[src/rtl/qrs_pkg.sv]
package qrs_pkg;

    typedef enum logic [2:0] {
        PH_IDLE, PH_ARMED, PH_CMD, PH_ADR, PH_GAP, PH_RX, PH_END
    } phase_e;

    typedef struct packed {
        logic [1:0] lane_fmt;
        logic [1:0] xtype;
        logic [3:0] adr_nib;
        logic [1:0] cmd_code;
        logic [4:0] gap_cyc;
    } seq_cfg_t;

    // log2 of the lane count for a format code
    function automatic logic [1:0] fmt_log(input logic [1:0] fmt);
        case (fmt)
            2'd0:    return 2'd0;
            2'd1:    return 2'd1;
            default: return 2'd2;
        endcase
    endfunction

    function automatic logic [4:0] cmd_bits(input logic [1:0] code);
        case (code)
            2'd0:    return 5'd0;
            2'd1:    return 5'd4;
            2'd2:    return 5'd8;
            default: return 5'd16;
        endcase
    endfunction

    function automatic logic [1:0] phase_log(input phase_e ph, input seq_cfg_t c);
        case (ph)
            PH_CMD:  return (c.xtype == 2'd2) ? fmt_log(c.lane_fmt) : 2'd0;
            PH_ADR:  return (c.xtype == 2'd1 || c.xtype == 2'd2) ? fmt_log(c.lane_fmt) : 2'd0;
            PH_RX:   return fmt_log(c.lane_fmt);
            default: return 2'd0;
        endcase
    endfunction

    // cycles spent in a counted phase
    function automatic logic [5:0] phase_len(input phase_e ph, input seq_cfg_t c);
        case (ph)
            PH_CMD:  return {1'b0, cmd_bits(c.cmd_code)} >> phase_log(ph, c);
            PH_ADR:  return {c.adr_nib, 2'b00} >> phase_log(ph, c);
            PH_GAP:  return {1'b0, c.gap_cyc};
            default: return 6'd0;
        endcase
    endfunction

    // next non-empty phase
    function automatic phase_e after(input phase_e ph, input seq_cfg_t c);
        logic has_cmd, has_adr, has_gap;
        has_cmd = (c.cmd_code != 2'd0);
        has_adr = (c.adr_nib != 4'd0);
        has_gap = (c.gap_cyc != 5'd0);
        case (ph)
            PH_ARMED: return has_cmd ? PH_CMD : has_adr ? PH_ADR : has_gap ? PH_GAP : PH_RX;
            PH_CMD:   return has_adr ? PH_ADR : has_gap ? PH_GAP : PH_RX;
            PH_ADR:   return has_gap ? PH_GAP : PH_RX;
            default:  return PH_RX;
        endcase
    endfunction

endpackage

[src/rtl/qrs_fifo.sv]
module qrs_fifo #(
    parameter int W     = 8,
    parameter int DEPTH = 8,
    localparam int AW   = $clog2(DEPTH),
    localparam int LW   = AW + 1
) (
    input  logic          clk,
    input  logic          rst,
    input  logic          clr_flags,
    input  logic          push,
    input  logic [W-1:0]  push_data,
    input  logic          pop,
    output logic [W-1:0]  rd_data,
    output logic [LW-1:0] level,
    output logic          ovf,
    output logic          unf
);
    logic [W-1:0]  mem [DEPTH];
    logic [AW-1:0] wptr, rptr;
    logic          full, empty, do_push, do_pop;

    assign full    = (level == LW'(DEPTH));
    assign empty   = (level == '0);
    assign do_push = push && !full;
    assign do_pop  = pop && !empty;
    assign rd_data = mem[rptr];

    always_ff @(posedge clk) begin
        if (do_push) mem[wptr] <= push_data;
    end

    always_ff @(posedge clk) begin
        if (rst) begin
            wptr  <= '0;
            rptr  <= '0;
            level <= '0;
            ovf   <= 1'b0;
            unf   <= 1'b0;
        end else begin
            if (do_push) wptr <= (wptr == AW'(DEPTH - 1)) ? '0 : wptr + 1'b1;
            if (do_pop)  rptr <= (rptr == AW'(DEPTH - 1)) ? '0 : rptr + 1'b1;
            level <= level + LW'(do_push) - LW'(do_pop);
            ovf   <= (ovf && !clr_flags) || (push && full);
            unf   <= (unf && !clr_flags) || (pop && empty);
        end
    end

    AST_LEVEL_CAP: assert property (@(posedge clk) disable iff (rst)
        level <= LW'(DEPTH));
    AST_NO_OVERFLOW: assert property (@(posedge clk) disable iff (rst)
        (push && full && !pop) |=> (level == LW'(DEPTH) && ovf));
    AST_NO_UNDERFLOW: assert property (@(posedge clk) disable iff (rst)
        (pop && empty && !push) |=> (level == '0 && unf));

endmodule

[src/rtl/qrs_deser.sv]
module qrs_deser #(
    parameter int FRAME_W = 8,
    localparam int BC_W   = $clog2(FRAME_W) + 1
) (
    input  logic               clk,
    input  logic               rst,
    input  logic               en,
    input  logic [1:0]         lane_lg,
    input  logic [3:0]         io_in,
    output logic               frame_done,
    output logic [FRAME_W-1:0] frame
);
    logic [FRAME_W-1:0] acc_q, acc_n;
    logic [BC_W-1:0]    bits_q, bits_n;

    always_comb begin
        case (lane_lg)
            2'd0:    acc_n = {acc_q[FRAME_W-2:0], io_in[1]};
            2'd1:    acc_n = {acc_q[FRAME_W-3:0], io_in[1:0]};
            default: acc_n = {acc_q[FRAME_W-5:0], io_in[3:0]};
        endcase
        bits_n = bits_q + (BC_W'(1) << lane_lg);
    end

    assign frame_done = en && (bits_n >= BC_W'(FRAME_W));
    assign frame      = acc_n;

    always_ff @(posedge clk) begin
        if (rst || !en) begin
            acc_q  <= '0;
            bits_q <= '0;
        end else begin
            acc_q  <= acc_n;
            bits_q <= frame_done ? '0 : bits_n;
        end
    end

endmodule

[src/rtl/qrs_seq.sv]
module qrs_seq
    import qrs_pkg::*;
#(
    parameter int CNT_W = 16
) (
    input  logic             clk,
    input  logic             rst,
    input  seq_cfg_t         cfg,
    input  logic [CNT_W-1:0] frames_m1,
    input  logic             wr_valid,
    input  logic [31:0]      wr_data,
    input  logic             frame_done,
    output phase_e           ph,
    output logic [1:0]       lane_lg,
    output logic [3:0]       io_out,
    output logic [3:0]       io_oe,
    output logic             ss_n,
    output logic             busy,
    output logic             cmd_take
);
    phase_e           ph_q, nxt;
    logic [31:0]      cmd_q, adr_q, sh_q, load_val, adr_src;
    logic [5:0]       cnt_q;
    logic [CNT_W-1:0] left_q;
    logic [2:0]       lanes_n;
    logic             counted, go, active;

    assign ph       = ph_q;
    assign nxt      = after(ph_q, cfg);
    assign lane_lg  = phase_log(ph_q, cfg);
    assign lanes_n  = 3'd1 << lane_lg;
    assign counted  = (ph_q == PH_CMD) || (ph_q == PH_ADR) || (ph_q == PH_GAP);
    assign go       = (ph_q == PH_ARMED && wr_valid) || (counted && cnt_q == '0);
    assign cmd_take = (ph_q == PH_IDLE) && wr_valid;
    assign adr_src  = (ph_q == PH_ARMED) ? wr_data : adr_q;
    assign active   = counted || (ph_q == PH_RX);
    assign ss_n     = !active;
    assign busy     = active || (ph_q == PH_END);

    // left-justify the field that the next phase sends
    always_comb begin
        load_val = '0;
        case (nxt)
            PH_CMD:  load_val = cmd_q << (6'd32 - {1'b0, cmd_bits(cfg.cmd_code)});
            PH_ADR:  load_val = adr_src << (6'd32 - {cfg.adr_nib, 2'b00});
            default: load_val = '0;
        endcase
    end

    always_comb begin
        io_out = '0;
        io_oe  = '0;
        if (ph_q == PH_CMD || ph_q == PH_ADR) begin
            case (lane_lg)
                2'd0:    begin io_out = {3'b000, sh_q[31]};   io_oe = 4'b0001; end
                2'd1:    begin io_out = {2'b00, sh_q[31:30]}; io_oe = 4'b0011; end
                default: begin io_out = sh_q[31:28];          io_oe = 4'b1111; end
            endcase
        end
    end

    always_ff @(posedge clk) begin
        if (rst) begin
            ph_q   <= PH_IDLE;
            cmd_q  <= '0;
            adr_q  <= '0;
            sh_q   <= '0;
            cnt_q  <= '0;
            left_q <= '0;
        end else if (go) begin
            ph_q  <= nxt;
            cnt_q <= phase_len(nxt, cfg) - 6'd1;
            sh_q  <= load_val;
            if (ph_q == PH_ARMED) begin
                adr_q  <= wr_data;
                left_q <= frames_m1;
            end
        end else begin
            case (ph_q)
                PH_IDLE: if (wr_valid) begin
                    cmd_q <= wr_data;
                    ph_q  <= PH_ARMED;
                end
                PH_CMD, PH_ADR, PH_GAP: begin
                    cnt_q <= cnt_q - 6'd1;
                    sh_q  <= sh_q << lanes_n;
                end
                PH_RX: if (frame_done) begin
                    if (left_q == '0) ph_q <= PH_END;
                    else              left_q <= left_q - 1'b1;
                end
                PH_END:  ph_q <= PH_IDLE;
                default: ph_q <= ph_q;
            endcase
        end
    end

    AST_RELEASE_BUSY: assert property (@(posedge clk) disable iff (rst)
        $rose(ss_n) |-> busy);
    AST_BUSY_DROP: assert property (@(posedge clk) disable iff (rst)
        $rose(ss_n) |=> !busy);
    AST_WRITE_IGNORED: assert property (@(posedge clk) disable iff (rst)
        (busy && wr_valid) |=> $stable(cmd_q));

endmodule

[src/rtl/qspi_rd_seq.sv]
module qspi_rd_seq
    import qrs_pkg::*;
#(
    parameter int FRAME_W    = 8,
    parameter int FIFO_DEPTH = 8,
    parameter int CNT_W      = 16,
    localparam int LVL_W     = $clog2(FIFO_DEPTH) + 1
) (
    input  logic               clk,
    input  logic               rst,
    input  logic [1:0]         lane_fmt,
    input  logic [1:0]         xfer_type,
    input  logic [3:0]         addr_nib,
    input  logic [1:0]         cmd_len,
    input  logic [4:0]         wait_cyc,
    input  logic [CNT_W-1:0]   frames_m1,
    input  logic [1:0]         dma_en,
    input  logic [LVL_W-2:0]   dma_wm,
    input  logic               wr_valid,
    input  logic [31:0]        wr_data,
    input  logic               rd_en,
    output logic [FRAME_W-1:0] rd_data,
    output logic [LVL_W-1:0]   rx_level,
    output logic               dma_req,
    output logic               rx_ovf,
    output logic               rx_unf,
    output logic               ss_n,
    output logic               busy,
    output logic [3:0]         io_out,
    output logic [3:0]         io_oe,
    input  logic [3:0]         io_in
);
    seq_cfg_t           cfg;
    phase_e             ph;
    logic [1:0]         lane_lg;
    logic               frame_done, cmd_take;
    logic [FRAME_W-1:0] frame;

    assign cfg = '{lane_fmt: lane_fmt, xtype: xfer_type, adr_nib: addr_nib,
                   cmd_code: cmd_len, gap_cyc: wait_cyc};

    qrs_seq #(.CNT_W(CNT_W)) u_seq (
        .clk(clk), .rst(rst), .cfg(cfg), .frames_m1(frames_m1),
        .wr_valid(wr_valid), .wr_data(wr_data), .frame_done(frame_done),
        .ph(ph), .lane_lg(lane_lg), .io_out(io_out), .io_oe(io_oe),
        .ss_n(ss_n), .busy(busy), .cmd_take(cmd_take)
    );

    qrs_deser #(.FRAME_W(FRAME_W)) u_deser (
        .clk(clk), .rst(rst), .en(ph == PH_RX), .lane_lg(lane_lg),
        .io_in(io_in), .frame_done(frame_done), .frame(frame)
    );

    qrs_fifo #(.W(FRAME_W), .DEPTH(FIFO_DEPTH)) u_fifo (
        .clk(clk), .rst(rst), .clr_flags(cmd_take), .push(frame_done),
        .push_data(frame), .pop(rd_en), .rd_data(rd_data), .level(rx_level),
        .ovf(rx_ovf), .unf(rx_unf)
    );

    assign dma_req = dma_en[0] && (rx_level >= ({1'b0, dma_wm} + LVL_W'(1)));

    AST_DMA_LEVEL: assert property (@(posedge clk) disable iff (rst)
        dma_req |-> (rx_level != '0));

endmodule

[config.mk]
export PLATFORM = sky130hd
export DESIGN_NAME = qspi_rd_seq
export DESIGN_NICKNAME = d
export VERILOG_FILES = /design/src/rtl/qrs_pkg.sv /design/src/rtl/qrs_fifo.sv /design/src/rtl/qrs_deser.sv /design/src/rtl/qrs_seq.sv /design/src/rtl/qspi_rd_seq.sv
export SDC_FILE = /design/constraint.sdc
export NUM_CORES = 1
export LEC_CHECK = 0
export BUFFER_PORTS_ARGS = -buffer_cell sky130_fd_sc_hd__clkbuf_2
export CAP_MARGIN = 5
export CORE_MARGIN = 5
export CORE_UTILIZATION = 47
export CTS_BUF_LIST = sky130_fd_sc_hd__clkbuf_4 sky130_fd_sc_hd__clkbuf_8
export DETAILED_ROUTE_END_ITERATION = 16
export PLACE_DENSITY = 0.74
export RECOVER_POWER = 100
export SKIP_LAST_GASP = 1
export SYNTH_ARGS = -nofsm -noshare
export SYNTH_HDL_FRONTEND = slang
export SYNTH_SLANG_ARGS = --single-unit
[constraint.sdc]
create_clock -name clk -period 4 [get_ports clk]
set_input_delay 0.2 -clock clk [delete_from_list [all_inputs] [get_ports clk]]
set_output_delay 0.2 -clock clk [all_outputs]
set_load 0.03 [all_outputs]
==> results of run 1 <==
## worst min-delay path by stage
stage,slack (ns),cells past startpoint,from,end
global placement,0.44,2,u_seq.cmd_q[13],u_seq.cmd_q[13]
floorplan,0.34,2,wr_data[12],u_seq.cmd_q[12]
detailed placement,0.44,3,wr_data[19],u_seq.adr_q[19]
CTS,0.03,3,frames_m1[8],u_seq.left_q[8]
finish,0.05,3,frames_m1[8],u_seq.left_q[8]
global route,0.03,3,frames_m1[0],u_seq.left_q[0]
## sequential cells by signal (all words and copies together), names as in the netlist, named ones only
signal,flops
u_fifo.level,4
u_seq.cmd_q,16
u_seq.adr_q,32
u_seq.sh_q,32
u_fifo.wptr,3
u_fifo.rptr,3
u_seq.cnt_q,6
u_seq.left_q,16
u_fifo.unf,1
u_fifo.ovf,1
u_deser.acc_q,7
u_seq.ph,3
u_fifo.mem,64
u_deser.bits_q,4
## layout by cell type, fill, tap and decap left out, types with 21 or more instances in the layout
cell                            count
sky130_fd_sc_hd__a211oi_1          45
sky130_fd_sc_hd__a21oi_1          120
sky130_fd_sc_hd__buf_4             23
sky130_fd_sc_hd__clkbuf_1          29
sky130_fd_sc_hd__clkbuf_2          82
sky130_fd_sc_hd__dfxtp_1          130
sky130_fd_sc_hd__dlygate4sd3_1     33
sky130_fd_sc_hd__edfxtp_1          64
sky130_fd_sc_hd__ha_1              32
sky130_fd_sc_hd__inv_1             21
sky130_fd_sc_hd__mux2i_1          105
sky130_fd_sc_hd__mux4_2            37
sky130_fd_sc_hd__nand2_1          164
sky130_fd_sc_hd__nor2_1           107
sky130_fd_sc_hd__nor2b_1           25
sky130_fd_sc_hd__nor3_1            42
sky130_fd_sc_hd__o21ai_0           62
## per-layer routing
| metal | wire length, um | track usage | up-vias |
|---|---|---|---|
| met1 | 12800 | 0.279 | 4678 |
| met3 | 1970 | 0.0429 | 36 |
| li1 | - | - | 4724 |
| met4 | 585 | 0.0605 | 0 |
| met2 | 14700 | 0.355 | 351 |
| met5 | 0 | 0 | - |
## stage by stage
step	cell area, um2	power, mW	worst slack (ns)
5_1_grt	13000	10.0	0.0635
4_1_cts	13100	9.37	0.174
6_report	13000	9.35	0.361
3_3_place_gp	12300	7.86	0.358
3_5_place_dp	12300	7.98	0.249
2_1_floorplan	11500	6.72	-0.170
## cell families after synthesis
| kind of cell | after synthesis |
|---|---|
| XOR/XNOR | 12 |
| flip-flops | 195 |
| buffers and inverters | 124 |
| AO/OA/AOI/OAI | 308 |
| multiplexers | 161 |
| other | 1 |
| AND/OR/NAND/NOR | 412 |
| adder cells (fa/ha/maj) | 34 |
## critical path, delay by kind of cell, from the launching register on
family / cells / cell delay (ns)
AO/OA/AOI/OAI: 3 / 0.54
AND/OR/NAND/NOR: 2 / 0.36
buffers and inverters: 2 / 1.07
multiplexers: 3 / 1.07
flip-flops: 1 / 0.44
## repair_timing
action | CTS | global route
hold buffers | 33 | 0
resized for setup | 0 | 2
setup endpoints to repair | 0 | 18
hold endpoints to repair | 45 | 0
## cell type report
| class | count | area [um2] | area share |
|---|---|---|---|
| clock inverters | 14 | 186 | 0.0144 |
| well taps | 324 | 405 | 0.0312 |
| multi-input cells | 928 | 6490 | 0.500 |
| flip-flops and latches | 195 | 4550 | 0.350 |
| clock buffers | 18 | 241 | 0.0186 |
| repair buffers | 167 | 1020 | 0.0788 |
| inverters | 23 | 86.3 | 0.00665 |
## power breakdown
part	leakage, nW	switching [mW]	internal [mW]
clock	0.216	0.816	0.548
sequential	1.63	0.392	2.45
combinational	2.97	3.14	2.00
total	4.81	4.35	5.00
==> summary by stage, run 1 <==
Outcome
The run finished with clean final reports.

Route
The routed design has about 30 mm of wire. In the routed design, unresolved DRC markers number 0. Dividing the detail-routed wire length by the instance count gives 18.0 um. The first-pass iteration count of the detailed router is 5. The via-per-instance ratio is just under 6. For this block, the initial DRC count from the detailed router was approximately 940. The overall via count from detail_route is ~9800. Once detail routing completed, the nets flagged for antenna violations numbered 0.

Critical path
The nature of the critical path endpoint is a flip-flop. The depth of the worst register-to-register path is 10. The startpoint of the worst setup timing path is u_seq.ph[2]. The longest individual stage delay on the worst path is roughly 0.56 ns.

The cell with the biggest individual delay on the critical path is sky130_fd_sc_hd__clkbuf_2. STA classifies the critical path startpoint as a flip-flop. For flop-to-flop paths, the worst setup slack is approximately 0.36 ns. The critical path goes through clkbuf_1 > or3b_1 > clkbuf_2 > mux2i_1 > mux2i_1 > mux2_1 > nand2_1 > o21ai_0 > a221oi_1 > a211oi_1.

The critical path class is flip-flop to flip-flop. The signal arrival time at the worst endpoint is 3.96 ns. The required time of the worst setup path is between 4 and 5 ns.

The start of the worst register-to-register path is u_seq.ph[2]. In this design, the critical path's most frequently occurring cell is sky130_fd_sc_hd__mux2i_1. The capturing instance or port of the critical path is u_seq.sh_q[28]. The capture instance of the worst register-to-register path is u_seq.sh_q[28].

Of all nets on the critical path, the largest fanout is 20.

Yosys
The number of nets handed over by synthesis was 1357. The dominant combinational cell family by area after synthesis is multiplexers. Counting flops and latches in the post-synthesis netlist gives between 150 and 200.

The compound-gate portion of the synthesized area came to 0.166. Of the total synthesized cell area, the portion taken by XOR and XNOR cells is 0.00913. After synthesis, the share of cell area in mux cells is 0.182.

The dominant cell type by area after synthesis is sky130_fd_sc_hd__dfxtp_1. The number of unique standard cell types used by synthesis is 65. Counting flops with a built-in enable in the synthesized netlist gives 64. The share of synthesized cell area in and, or, nand and nor gates is 0.167.

The fraction of the mapped netlist area in adder cells is 0.0383. sky130_fd_sc_hd__nand2_1 is the most common cell in the netlist. Of the post-synthesis cell area, the dominant cell type holds 0.228. Of all flip-flops after synthesis, the portion carrying an async set or reset was 0. After synthesis the cells add up to around 12000 um2. The most used flip-flop cell after synthesis is sky130_fd_sc_hd__dfxtp_1. In the post-synthesis netlist, the biggest area contributors are sky130_fd_sc_hd__dfxtp_1 23%, sky130_fd_sc_hd__edfxtp_1 17%, sky130_fd_sc_hd__mux2i_1 9.1%. Synthesis handed over a netlist of between 1000 and 1500 instances. For this run, the register share of the synthesized area comes to 0.395. The synthesis warning total is 0. In this run the mean area of a mapped cell was 9.23 um2. In the synthesized netlist, the cells that appear most often are 164 x sky130_fd_sc_hd__nand2_1, 131 x sky130_fd_sc_hd__dfxtp_1, 119 x sky130_fd_sc_hd__a21oi_1, 107 x sky130_fd_sc_hd__nor2_1, 105 x sky130_fd_sc_hd__mux2i_1.

Placement
The congestion estimate from routability-driven global placement came to around 0.98. The HPWL after detailed placement is around 21 mm. In this run, placement finished with an instance count of 1604.

Port buffering added 99 buffers.

STA
The worst pin sits at a relative slew slack of 0.136. The number of max-slew violations in the final report was 0. The final hold violation count is 0. The total of endpoints with negative setup slack in the final report is 0. The tightest hold path in the finished design has a slack of 0.0529 ns. Derived from the worst setup path, the maximum achievable clock frequency is approximately 270 MHz.

The fraction of the cycle the final worst path needs is 0.910. At the pin with the least slew margin, the transition time is 1.30 ns. Setup repair after global routing left no endpoint under its margin.

The total negative setup slack is 0 ns. The post-route minimum period is 3.64 ns. Between clock sinks in the finished design, the worst skew comes to 0.0150 ns.

Global routing
The first global-routing pass estimated 48.6 mm of wire. The initial antenna violation count came to 0. The via count of the first global-routing pass is 9373. The overall overflow remaining after global route is 0.

The global-route total usage across every layer is 0.212. Entering global routing, the biggest net connects 78 pins.

Die
From bottom edge to top edge, the die measures approximately 170 um. The core area is ~24000 um2. The die extent in x is around 170 um.

The number of top-level pins is 101. The number of core rows is 57. The effective utilization at floorplan is 0.475.

The die footprint is 27700 um2.

CTS
The sink count of the clock tree is 195. The clock root buffer is sky130_fd_sc_hd__clkbuf_8. TritonCTS built the clock tree. The setup fix buffers added after clock tree synthesis is 0.

The deepest level of the CTS H-tree is 4. The worst-skew pair later-pin latency is 0.47 ns. The clock slew at the register clock pins of the worst setup and hold paths is 0.12 ns. The maximum clock insertion buffer count is 2. In this run, CTS created clock tree buffers numbering 17.

Finish
The diode insertion count for antenna repair is 0. The area growth from synthesis to layout is 12.7%. The share of post-route cells with drive strength above 1 is 0.151. The filler cells instantiated in the layout total 2174. The non-filler instance count after layout is 1669. Once layout is complete, the utilization of the core stands at 0.535.

For this run, the post-layout net count is roughly 1400.

Min path
The path type of the worst min-delay path is input pin to flip-flop.

Power and ir drop
The power density over cell area is 721 nW/um2. The leakage power summed over all cells is between 4 and 5 nW. The peak supply drop is roughly 0.00032 V.

Flow run
The max capacitance violation total is 0.
Power figures use the tool's default switching activity.
==> run 2: changes to the inputs <==
Settings changed: BUFFER_PORTS_ARGS -buffer_cell sky130_fd_sc_hd__clkbuf_2 to unset, DONT_BUFFER_PORTS set to 1, PLACE_DENSITY 0.74 to 0.7.
==> run 2 against run 1 <==
Cell area down 2.9%. Setup slack worse by 0.17 ns. Register-to-register slack lost 0.12 ns. Largest power group unchanged.
==> summary by stage, run 2 (same netlist as run 1, synthesis figures left out) <==
Finish
In the final layout, the share of cells above drive strength 1 is 0.0994. Leaving out fill and tap cells, the most frequent cells in the layout are 164 x sky130_fd_sc_hd__nand2_1, 131 x sky130_fd_sc_hd__dfxtp_1, 120 x sky130_fd_sc_hd__a21oi_1. The number of inserted filler cells in the final layout is 2238. From synthesis to final layout, the design area changed by 9.50%. The most flop-heavy register is u_fifo.mem.

The repair_antennas step left the layout with diodes totalling 0. Once layout is complete, the cells apart from fillers number 1582. The flip-flop count of the largest register, all copies and words added is 64. The final layout contains 1355 nets. The library cell used most frequently in the layout, excluding fill and tap cells, is sky130_fd_sc_hd__nand2_1. The largest registers in the layout are u_fifo.mem (64), u_seq.adr_q (32), u_seq.sh_q (32).

Route
Signal routing reaches up to met4. The detailed-routed wire length on met3 is 2.10 mm. The detailed router put a total of 13.5 mm of wire on met1. The first detailed-routing pass took 5 iterations. After detailed routing, the total wire length is roughly 31 mm. The count of nets left with antenna violations once routing finished came out at 0. Wire segments on met2 add up to 14.8 mm in the final route. In the final routed layout, each cell accounts on average for 19.7 um. In this run, the number of DRC markers left after iteration 0 of detailed routing was around 840. The number of design rule violations left after detail routing is 0.

The overall via count from detail_route is 9431. The via-per-instance ratio is just under 6.

Global routing
Entering global routing, the biggest net connects ~120 pins. The initial antenna violation count came to 0. Global routing finished with a remaining overflow of 0.

The via count of the first global-routing pass is 8985. The global-route total usage across every layer is 0.218. The global-route wire length before repair is approximately 49 mm.

STA
The clock skew is approximately 0.024 ns. The total negative setup slack is 0 ns. Setup violations remaining at the end of the flow were counted as 0. The final hold violation count came to 0.

The number of max-slew violations in the final report was 0. The worst slew slack as a fraction of its limit is 0.149. The transition time at the pin with the least slew margin is 1.28 ns. Of the available clock period, the critical path in the final layout requires 0.951.

On the final layout, the worst hold slack is 0.0350 ns. The achievable clock frequency is ~260 MHz. Setup repair after global routing left no endpoint under its margin. The worst path meets setup with around 0.20 ns of slack. The post-route minimum period is 3.80 ns.

Critical path
The cell with the biggest individual delay on the critical path is sky130_fd_sc_hd__dfxtp_1. The nature of the critical path startpoint is a flip-flop. The cell seen most often among critical-path stages is sky130_fd_sc_hd__nand2_1. The worst path buffer plus inverter count is 4. The maximum net fanout on the critical path is 49. The cell family contributing the most delay on the critical path is buffers and inverters. The setup path with the least slack is of type flip-flop to output pin. The required time of the worst setup path is 3.80 ns.

The signal on the critical path passes through nand2b_1 > o21ai_0 > nand2_1 > o21ai_0 > nand2_1 > inv_1 > ha_2 > buf_4 > nor2_1 > clkbuf_1 > nand2_1 > a21oi_1 > buf_4. The signal arrival time at the worst endpoint is 3.60 ns. The nature of the critical path endpoint is an output pin.

In this design, the stage delay of the slowest critical-path cell is 0.60 ns.

CTS
The maximum clock insertion buffer count is 2. The clock slew at the register clock pins of the worst setup and hold paths is between 0.1 and 0.15 ns. At the later pin of the worst-skew pair, clock insertion delay measures 0.48 ns. The deepest level of the CTS H-tree is 4.

In this run the clock root is driven by a sky130_fd_sc_hd__clkbuf_8. Once the clock tree was built, the setup fixing pass inserted 0 buffers. Clock tree synthesis found a total of 195 sinks. Clock tree synthesis inserted a total of 17 buffers. TritonCTS built the clock tree.

Power and ir drop
The power density over cell area is 727 nW/um2. Of the total power, the clock network draws 0.137. The cell-internal power is 4.88 mW. The fraction of power spent switching nets is 0.467. Of the total power, registers draw 0.315.

Summed over all nets, the switching power comes to about 4.3 mW. The leakage power summed over all cells is between 4 and 5 nW. The portion of total power attributed to combinational logic is 0.547.

The peak supply drop is 0.000335 V.

Placement
The number of placed instances with taps included is 1504. The HPWL after detailed placement is 21.8 mm. The pre-CTS worst setup slack is 0.313 ns.

At the end of routability-driven placement, the weighted congestion stood at about 0.99. The count of buffers added on input and output ports is 0.

Die
The floorplan has 57 rows. The die extent in x is 166 um. The core area is ~24000 um2. For this configuration, the core starts out at a cell density of 0.475. The vertical die dimension is 166 um. The die covers 27700 um2. In this run the count of I/O pins placed on the die edge is 101.

Outcome
The run finished with clean final reports.

Flow run
The max capacitance violation total is 0.

Min path
In this run the worst hold path is classified as input pin to flip-flop.
## run 2: area by class of cell
cell class	instances	area [um2]	share of cell area
Clock inverter	15	155	0.0123
Timing Repair Buffer	80	691	0.0548
Clock buffer	17	234	0.0186
Multi-Input combinational cell	928	6490	0.515
Sequential cell	195	4540	0.361
Inverter	23	86.3	0.00685
Tap cell	324	405	0.0322
## run 2: worst reg2reg max path, stage by stage, from the launching register on
cell	delay, ns
sky130_fd_sc_hd__dfxtp_1	0.60
sky130_fd_sc_hd__nand2b_1	0.19
sky130_fd_sc_hd__o21ai_0	0.08
sky130_fd_sc_hd__nand2_1	0.07
sky130_fd_sc_hd__o21ai_0	0.11
sky130_fd_sc_hd__nand2_1	0.18
sky130_fd_sc_hd__inv_1	0.09
sky130_fd_sc_hd__ha_2	0.20
sky130_fd_sc_hd__ha_1	0.29
sky130_fd_sc_hd__a21o_1	0.15
sky130_fd_sc_hd__a21oi_1	0.17
sky130_fd_sc_hd__xnor2_1	0.15
sky130_fd_sc_hd__a211oi_1	0.22
sky130_fd_sc_hd__clkbuf_1	0.31
sky130_fd_sc_hd__nand2_1	0.19
sky130_fd_sc_hd__nor3b_1	0.20
sky130_fd_sc_hd__buf_2	0.26
## run 2: final timing paths
| kind | start | to | slack, ns | depth (start not counted) |
|---|---|---|---|---|
| setup / recovery | u_seq.ph[2] | io_out[0] | 0.20 | 13 |
| hold / removal | frames_m1[3] | u_seq.left_q[3] | 0.04 | 4 |
| setup reg to reg | u_seq.ph[2] | u_fifo.mem[5][1] | 0.24 | 16 |
| hold reg to reg | u_seq.adr_q[19] | u_seq.adr_q[19] | 0.46 | 2 |
## run 2: per-layer routing
metal | GRT usage | vias to the layer above
met4 | 0.0711 | 0
met5 | 0 | -
li1 | - | 4538
met3 | 0.0484 | 44
met1 | 0.296 | 4551
met2 | 0.350 | 298
## run 2: per-stage QoR
step	instance area, um2	total power [mW]	utilization
floorplan	11500	6.72	-
global route	12600	9.85	0.520
detailed placement	11800	7.86	0.487
global placement	11800	7.78	0.487
CTS	12700	9.20	0.523
finish	12600	9.16	0.520
## run 2: power groups by stage
stage | combinational, mW | clock, mW | sequential (mW)
3_5_place_dp | 4.94 | 0 | 2.92
4_1_cts | 5.03 | 1.28 | 2.88
6_report | 5.02 | 1.26 | 2.89
5_1_grt | 5.53 | 1.38 | 2.94
3_3_place_gp | 4.88 | 0 | 2.90
2_1_floorplan | 3.96 | 0 | 2.75
## run 2: what timing repair did
action                                  CTS  global route
hold endpoints to repair                119             0
hold buffers                             46             0
endpoints found under the setup margin    0             0
resized for setup                         0             0
